File: src/rtl/eeprom_rd_pkg.sv
package eeprom_rd_pkg;

  typedef enum logic [2:0] {
    ST_IDLE,
    ST_CTRL,
    ST_ID,
    ST_WADDR,
    ST_RDATA
  } rd_state_t;

  // next pointer value with roll-over at the top of memory
  function automatic int unsigned wrap_next(input int unsigned p, input int unsigned depth);
    return (p + 1 >= depth) ? 0 : p + 1;
  endfunction

  // control byte match: upper seven bits against the code, bit 0 is direction
  function automatic logic ctrl_match(input logic [7:0] b, input logic [6:0] code);
    return b[7:1] == code;
  endfunction

endpackage

File: src/rtl/i2c_cond_det.sv
module i2c_cond_det #(
  parameter int SYNC_STAGES = 2
) (
  input  logic clk,
  input  logic rst_n,
  input  logic scl_i,
  input  logic sda_i,
  output logic sda_s,
  output logic scl_rise,
  output logic scl_fall,
  output logic start_evt,
  output logic stop_evt
);
  logic [SYNC_STAGES-1:0] scl_q, sda_q;
  logic scl_d, sda_d, scl_s;

  always_ff @(posedge clk or negedge rst_n) begin
    if (!rst_n) begin
      scl_q <= '1;
      sda_q <= '1;
      scl_d <= 1'b1;
      sda_d <= 1'b1;
    end else begin
      scl_q <= {scl_q[SYNC_STAGES-2:0], scl_i};
      sda_q <= {sda_q[SYNC_STAGES-2:0], sda_i};
      scl_d <= scl_q[SYNC_STAGES-1];
      sda_d <= sda_q[SYNC_STAGES-1];
    end
  end

  assign scl_s     = scl_q[SYNC_STAGES-1];
  assign sda_s     = sda_q[SYNC_STAGES-1];
  assign scl_rise  = scl_s & ~scl_d;
  assign scl_fall  = ~scl_s & scl_d;
  assign start_evt = scl_s & scl_d & sda_d & ~sda_s;
  assign stop_evt  = scl_s & scl_d & ~sda_d & sda_s;
endmodule

File: src/rtl/rd_addr_ptr.sv
module rd_addr_ptr
  import eeprom_rd_pkg::*;
#(
  parameter int DEPTH  = 256,
  parameter int ADDR_W = $clog2(DEPTH)
) (
  input  logic              clk,
  input  logic              rst_n,
  input  logic              load_en,
  input  logic [ADDR_W-1:0] load_val,
  input  logic              adv_en,
  output logic [ADDR_W-1:0] ptr_o
);
  always_ff @(posedge clk or negedge rst_n) begin
    if (!rst_n)       ptr_o <= '0;
    else if (load_en) ptr_o <= load_val;
    else if (adv_en)  ptr_o <= ADDR_W'(wrap_next(32'(ptr_o), DEPTH));
  end
endmodule

File: src/rtl/rd_fetch_buf.sv
module rd_fetch_buf (
  input  logic       clk,
  input  logic       rst_n,
  input  logic       fetch_req,
  input  logic [7:0] mem_data_i,
  output logic [7:0] tx_byte_o
);
  logic rd_q;

  always_ff @(posedge clk or negedge rst_n) begin
    if (!rst_n) begin
      rd_q      <= 1'b0;
      tx_byte_o <= '0;
    end else begin
      rd_q <= fetch_req;
      if (rd_q) tx_byte_o <= mem_data_i;
    end
  end
endmodule

File: src/rtl/i2c_rd_fsm.sv
module i2c_rd_fsm
  import eeprom_rd_pkg::*;
#(
  parameter int          ADDR_W    = 8,
  parameter logic [6:0]  CTRL_CODE = 7'h50
) (
  input  logic              clk,
  input  logic              rst_n,
  input  logic              scl_rise,
  input  logic              scl_fall,
  input  logic              start_evt,
  input  logic              stop_evt,
  input  logic              sda_s,
  input  logic [7:0]        id_value_i,
  input  logic [7:0]        tx_byte_i,
  output logic              sda_low_o,
  output logic              fetch_o,
  output logic              ptr_adv_o,
  output logic              ptr_load_o,
  output logic [ADDR_W-1:0] load_val_o,
  output logic              byte_reject_o
);
  rd_state_t   state, pend;
  logic [3:0]  bit_cnt;
  logic [7:0]  shreg;
  logic [6:0]  tx_sh;
  logic        rw_q;
  logic        receiving, byte_ok, ack_end;

  always_comb begin
    receiving = (state == ST_CTRL) || (state == ST_ID) || (state == ST_WADDR);
    unique case (state)
      ST_CTRL:  byte_ok = ctrl_match(shreg, CTRL_CODE);
      ST_ID:    byte_ok = (shreg == id_value_i);
      ST_WADDR: byte_ok = 1'b1;
      default:  byte_ok = 1'b0;
    endcase
    ack_end       = scl_fall && (bit_cnt == 4'd9);
    byte_reject_o = receiving && scl_fall && (bit_cnt == 4'd8) && !byte_ok;
  end

  assign load_val_o = shreg[ADDR_W-1:0];

  always_ff @(posedge clk or negedge rst_n) begin
    if (!rst_n) begin
      state      <= ST_IDLE;
      pend       <= ST_IDLE;
      bit_cnt    <= '0;
      shreg      <= '0;
      tx_sh      <= '0;
      rw_q       <= 1'b0;
      sda_low_o  <= 1'b0;
      fetch_o    <= 1'b0;
      ptr_adv_o  <= 1'b0;
      ptr_load_o <= 1'b0;
    end else begin
      fetch_o    <= 1'b0;
      ptr_adv_o  <= 1'b0;
      ptr_load_o <= 1'b0;
      if (start_evt || stop_evt) begin
        state     <= start_evt ? ST_CTRL : ST_IDLE;
        bit_cnt   <= '0;
        sda_low_o <= 1'b0;
      end else if (state != ST_IDLE) begin
        if (ack_end) begin
          state   <= pend;
          bit_cnt <= '0;
          if (pend == ST_RDATA) begin
            tx_sh     <= tx_byte_i[6:0];
            sda_low_o <= ~tx_byte_i[7];
          end else begin
            sda_low_o <= 1'b0;
          end
        end else if (receiving) begin
          if (scl_rise && bit_cnt < 4'd8) begin
            shreg   <= {shreg[6:0], sda_s};
            bit_cnt <= bit_cnt + 4'd1;
          end else if (scl_fall && bit_cnt == 4'd8) begin
            if (byte_ok) begin
              sda_low_o <= 1'b1;
              bit_cnt   <= 4'd9;
              unique case (state)
                ST_CTRL: begin
                  rw_q <= shreg[0];
                  pend <= ST_ID;
                end
                ST_ID: begin
                  pend    <= rw_q ? ST_RDATA : ST_WADDR;
                  fetch_o <= rw_q;
                end
                default: begin
                  ptr_load_o <= 1'b1;
                  pend       <= ST_IDLE;
                end
              endcase
            end else begin
              state <= ST_IDLE;
            end
          end
        end else begin
          if (scl_rise && bit_cnt < 4'd8) begin
            bit_cnt <= bit_cnt + 4'd1;
            if (bit_cnt == 4'd7) ptr_adv_o <= 1'b1;
          end else if (scl_rise && bit_cnt == 4'd8) begin
            if (!sda_s) begin
              fetch_o <= 1'b1;
              bit_cnt <= 4'd9;
              pend    <= ST_RDATA;
            end else begin
              state <= ST_IDLE;
            end
          end else if (scl_fall && bit_cnt == 4'd8) begin
            sda_low_o <= 1'b0;
          end else if (scl_fall && bit_cnt != 4'd0) begin
            sda_low_o <= ~tx_sh[6];
            tx_sh     <= {tx_sh[5:0], 1'b0};
          end
        end
      end
    end
  end
endmodule

File: src/rtl/eeprom_rd_slave.sv
module eeprom_rd_slave #(
  parameter int         DEPTH     = 256,
  parameter logic [6:0] CTRL_CODE = 7'h50,
  parameter int         ADDR_W    = $clog2(DEPTH)
) (
  input  logic              clk,
  input  logic              rst_n,
  input  logic              scl_i,
  input  logic              sda_i,
  output logic              sda_low_o,
  input  logic [7:0]        id_value_i,
  output logic              mem_rd_o,
  output logic [ADDR_W-1:0] mem_addr_o,
  input  logic [7:0]        mem_data_i
);
  logic sda_s, scl_rise, scl_fall, start_evt, stop_evt;
  logic ptr_adv, ptr_load, byte_reject;
  logic [ADDR_W-1:0] load_val, ptr;
  logic [7:0] tx_byte;

  i2c_cond_det #(.SYNC_STAGES(2)) cond_i (
    .clk(clk), .rst_n(rst_n), .scl_i(scl_i), .sda_i(sda_i),
    .sda_s(sda_s), .scl_rise(scl_rise), .scl_fall(scl_fall),
    .start_evt(start_evt), .stop_evt(stop_evt)
  );

  i2c_rd_fsm #(.ADDR_W(ADDR_W), .CTRL_CODE(CTRL_CODE)) fsm_i (
    .clk(clk), .rst_n(rst_n), .scl_rise(scl_rise), .scl_fall(scl_fall),
    .start_evt(start_evt), .stop_evt(stop_evt), .sda_s(sda_s),
    .id_value_i(id_value_i), .tx_byte_i(tx_byte), .sda_low_o(sda_low_o),
    .fetch_o(mem_rd_o), .ptr_adv_o(ptr_adv), .ptr_load_o(ptr_load),
    .load_val_o(load_val), .byte_reject_o(byte_reject)
  );

  rd_addr_ptr #(.DEPTH(DEPTH), .ADDR_W(ADDR_W)) ptr_i (
    .clk(clk), .rst_n(rst_n), .load_en(ptr_load), .load_val(load_val),
    .adv_en(ptr_adv), .ptr_o(ptr)
  );

  rd_fetch_buf buf_i (
    .clk(clk), .rst_n(rst_n), .fetch_req(mem_rd_o),
    .mem_data_i(mem_data_i), .tx_byte_o(tx_byte)
  );

  assign mem_addr_o = ptr;
endmodule

File: config.mk
export PLATFORM = sky130hd
export DESIGN_NAME = eeprom_rd_slave
export DESIGN_NICKNAME = d
export VERILOG_FILES = /design/src/rtl/eeprom_rd_pkg.sv /design/src/rtl/i2c_cond_det.sv /design/src/rtl/rd_addr_ptr.sv /design/src/rtl/rd_fetch_buf.sv /design/src/rtl/i2c_rd_fsm.sv /design/src/rtl/eeprom_rd_slave.sv
export SDC_FILE = /design/constraint.sdc
export NUM_CORES = 1
export LEC_CHECK = 0
export BUFFER_PORTS_ARGS = -buffer_cell sky130_fd_sc_hd__buf_4
export CAP_MARGIN = 20
export CORE_MARGIN = 8
export CORE_UTILIZATION = 29
export CTS_CLUSTER_SIZE = 24
export DETAILED_ROUTE_END_ITERATION = 10
export PLACE_DENSITY = 0.54
export SYNTH_ARGS = -nofsm -noshare
export SYNTH_HDL_FRONTEND = slang
export SYNTH_SLANG_ARGS = --single-unit
File: constraint.sdc
create_clock -name clk -period 2.6 [get_ports clk]
set_input_delay 0.78 -clock clk [delete_from_list [all_inputs] [get_ports clk]]
set_output_delay 0.78 -clock clk [all_outputs]
set_load 0.02 [all_outputs]
==> results <==
- The worst path meets setup with 0.410 ns of slack.
- The count of inserted antenna diode cells is 0.
- The static leakage power is 1.36 nW.
- The kind of end point of the critical path is a register.
- In this run, synthesis inferred 0 flip-flops with an integrated enable.
- The number of global-route vias before repair came to 2041.
- The worst register-to-register path begins at cond_i.sda_q[1].
- The first global-routing pass estimated 10600 µm of wire.
- VDD sags by at most 0.423 mV.
- The die covers 12900 µm².
- Entering global routing, the biggest net connects 54 pins.
- The total negative slack is 0 ns.
- The total of buffers placed on input and output ports is 29.
- The most common library cell in the layout ignoring fill and taps is sky130_fd_sc_hd__dfrtp_1.
- The clock-pin transition on the worst setup and hold timing paths is 0.10 ns.
- The floorplan row count is 35.
- The leading register cell type out of synthesis is sky130_fd_sc_hd__dfrtp_1.
- Clock tree synthesis selected as its root buffer the cell sky130_fd_sc_hd__clkbuf_8.
- The die outline height is 113 µm.
- At the worst endpoint, the arrival time is 2.39 ns.
- The starting density of the core is 29.8%.
- The area of the core is 9240 µm².
- The final-report setup violation count is 0.
- The number of DRC violations after detailed-routing iteration 0 is 133.
- The global routing usage summed across all routing layers is 10.1%.
- The number of cell instances on the worst register-to-register path is 6.
- The filler cells instantiated in the layout total 927.
- Following the worst setup path forward leads to its endpoint at fsm_i.sda_low_o.
- The worst hold path passes through 0 cells.
- The worst pin sits at a relative slew slack of 52.1%.
- Post-CTS repair changed the size of 0 cells.
- The total clock buffers created by CTS is 5.
- In this run the critical register-to-register path is captured at fsm_i.sda_low_o.
- The number of max-slew violations in the final report is 0.
- The critical path class is register to register.
- The clock insertion delay at the later pin of the skew report is 0.31 ns.
- The share of cells above drive strength 1 is 27.8%.
- The top achievable clock speed is 457 MHz.
- The average instance in the mapped netlist occupies 10.8 µm².
- The path class of the tightest hold or removal check is register to register.
- After detailed routing, the number of vias per cell comes to 4.85.
- The worst slack after detailed placement is 0.269 ns.
- The finished layout holds 417 standard cells, fillers aside.
- The final count of hold timing violations is 0.
- The horizontal die dimension is 113 µm.
- The clock passes through at most 2 buffers.
- In the synthesized netlist the async set-or-reset flop fraction comes to 100%.
- The number of distinct standard cells referenced by the synthesized netlist is 60.
- The data required time at the worst endpoint is 2.80 ns.
- The count of hold buffers inserted by post-cts repair is 0.
- The number of vias in the routed layout is 2021.
- For this run, design rule violations remaining after detail routing come to 0.
- The gate count after technology mapping is 255.
- In this run, placement finished with an instance count of 409.
- After detailed routing, the total wire length is 6170 µm.
- The remaining global-route overflow is 0.
- The tool flagged a number of max-cap violations equal to 0.
- Summing the sequential cell areas from Yosys gives 48.4% of the chip area.
- The reg-to-reg setup timing slack is 0.41 ns.
- The cell area that synthesis handed to floorplanning was 2750 µm².
- 30 I/O pins were placed.
- The level count of the clock H-tree is 2.
- The final critical path time including I/O delays and setup is 2.19 ns.
- Between clock sinks in the finished design, the worst skew comes to 0.00720 ns.
- The final estimated routing congestion in global placement is 0.872.
- The TritonCTS clock tree is yes.
- In the finished design, the share of the clock period the worst path needs comes to 84.2%.
- The total nets after synthesis is 279.
- The run finished with clean final reports.
- Compared with the post-synthesis result, the final layout area differs by 16.6%.
- Detailed placement finished with a half-perimeter wire length of 4500 µm.
- The yosys synthesis warning count is 0.
- The most critical setup path has its startpoint at cond_i.sda_q[1].
- Post-CTS timing repair inserted 0 buffers for setup.
- Summing all multi-input logic gate instances after layout gives 1360 µm².
- The highest net fanout along the worst path is 6.
- The number of antenna violations at the first check in global routing came to 0.
- The register bit count reported by yosys is 53.
- Setup repair after global routing left no endpoint under its margin.
- Dividing the detail-routed wire length by the instance count gives 14.8 µm.
- The iteration count of the initial detailed-routing pass is 4.
- At the pin with the least slew margin, the transition time is 0.713 ns.
- The number of clock sinks is 53.
- In this run the power density over the cells is 739 nW/µm².
- The sequential cells in the finished layout cover a total of 1330 µm².
- Leaving out fill and tap cells, the most frequent cells in the layout are sky130_fd_sc_hd__dfrtp_1, sky130_fd_sc_hd__buf_4, sky130_fd_sc_hd__nand2_1.
- The final layout contains 311 nets.
- The count of nets left with antenna violations once routing finished came out at 0.
- The sort of element at the start of the critical path is a register.
[flip-flops by register name (all words and copies together), names as in the netlist, 2 cells and up]
name,cells
fsm_i.state,3
ptr_i.ptr_o,8
fsm_i.tx_sh,7
cond_i.sda_q,2
fsm_i.bit_cnt,4
cond_i.scl_q,2
fsm_i.load_val_o,8
fsm_i.pend,3
buf_i.tx_byte_o,8
[critical path, stage by stage (launching register included)]
cell,delay (ns)
sky130_fd_sc_hd__dfstp_2,0.59
sky130_fd_sc_hd__xor2_1,0.32
sky130_fd_sc_hd__and2_4,0.26
sky130_fd_sc_hd__nand2b_4,0.19
sky130_fd_sc_hd__nor2_1,0.08
sky130_fd_sc_hd__a221oi_2,0.31
sky130_fd_sc_hd__mux2_1,0.35
[synthesized netlist by cell type (2+ instances only)]
library cell	count	area (µm²)
sky130_fd_sc_hd__a21oi_1	7	35.0
sky130_fd_sc_hd__a21oi_2	2	17.5
sky130_fd_sc_hd__a22oi_1	3	22.5
sky130_fd_sc_hd__a31oi_1	3	18.8
sky130_fd_sc_hd__and2_1	2	12.5
sky130_fd_sc_hd__and2_4	2	17.5
sky130_fd_sc_hd__and3_1	2	12.5
sky130_fd_sc_hd__and3b_1	2	17.5
sky130_fd_sc_hd__buf_2	3	15.0
sky130_fd_sc_hd__clkbuf_1	3	11.3
sky130_fd_sc_hd__dfrtp_1	47	1180
sky130_fd_sc_hd__dfstp_2	6	158
sky130_fd_sc_hd__ha_1	4	50.1
sky130_fd_sc_hd__inv_1	5	18.8
sky130_fd_sc_hd__mux2_1	3	33.8
sky130_fd_sc_hd__mux2_2	19	214
sky130_fd_sc_hd__mux2i_1	8	80.1
sky130_fd_sc_hd__nand2_1	28	105
sky130_fd_sc_hd__nand2b_1	4	25.0
sky130_fd_sc_hd__nand3_1	6	30.0
sky130_fd_sc_hd__nand4_1	4	25.0
sky130_fd_sc_hd__nor2_1	13	48.8
sky130_fd_sc_hd__nor2b_1	5	31.3
sky130_fd_sc_hd__nor3_1	2	10.0
sky130_fd_sc_hd__nor3b_1	3	22.5
sky130_fd_sc_hd__nor4_1	2	12.5
sky130_fd_sc_hd__o21ai_0	19	95.1
sky130_fd_sc_hd__o21bai_1	2	15.0
sky130_fd_sc_hd__o311ai_0	2	17.5
sky130_fd_sc_hd__o31ai_1	3	22.5
sky130_fd_sc_hd__or3_1	2	12.5
sky130_fd_sc_hd__xnor2_1	8	70.1
sky130_fd_sc_hd__xor2_1	4	35.0
[layer usage]
metal / GRT usage [%] / routed length (µm) / vias to the layer above
met5: 0 / 0 / -
met4: 2.66 / 76 / 0
met3: 3.17 / 333 / 10
met2: 15.6 / 2720 / 56
met1: 13.2 / 3040 / 974
li1: - / - / 981
[where the power goes]
group	switching, W	internal (W)
Clock	0.000281	0.000189
Sequential	0.000182	0.000994
Combinational	0.000380	0.000345
Total	0.000843	0.00153
[how the worst min path moves through the flow]
stage,endpoint,slack (ns),startpoint
6_report,cond_i.sda_q[1],0.36,cond_i.sda_q[0]
5_1_grt,cond_i.scl_q[1],0.36,cond_i.scl_q[0]
4_1_cts,cond_i.sda_q[1],0.36,cond_i.sda_q[0]
3_5_place_dp,cond_i.sda_q[1],0.35,cond_i.sda_q[0]
3_3_place_gp,cond_i.sda_q[1],0.35,cond_i.sda_q[0]
2_1_floorplan,cond_i.scl_q[1],0.35,cond_i.scl_q[0]
[logic make-up after synthesis]
| logic type | count (synthesis) | synth area share, % |
|---|---|---|
| AO/OA/AOI/OAI | 56 | 14.4 |
| flip-flops | 53 | 48.4 |
| buffers and inverters | 13 | 2.23 |
| adder cells (fa/ha/maj) | 4 | 1.82 |
| XOR/XNOR | 12 | 3.82 |
| multiplexers | 30 | 11.9 |
| AND/OR/NAND/NOR | 87 | 17.4 |
[final cells by class]
type / instances / area share [%]
multi-input combinational: 189 / 42.3
sequential: 53 / 41.5
timing repair buffer: 33 / 7.71
tap: 129 / 5.03
clock buffer: 5 / 2.14
clock inverter: 3 / 0.701
inverter: 5 / 0.584
[stage by stage]
| stage | utilization, % | hold slack [ns] | power, W | cell area (µm²) |
|---|---|---|---|---|
| after floorplan | - | 0.345 | 0.00169 | 2750 |
| after global placement | 33.8 | 0.348 | 0.00192 | 3120 |
| after detailed placement | 33.8 | 0.348 | 0.00193 | 3120 |
| after CTS | 34.8 | 0.364 | 0.00241 | 3210 |
| after global routing | 34.8 | 0.365 | 0.00255 | 3210 |
| final | 34.8 | 0.362 | 0.00237 | 3210 |
(Power assumes the default switching activity.)
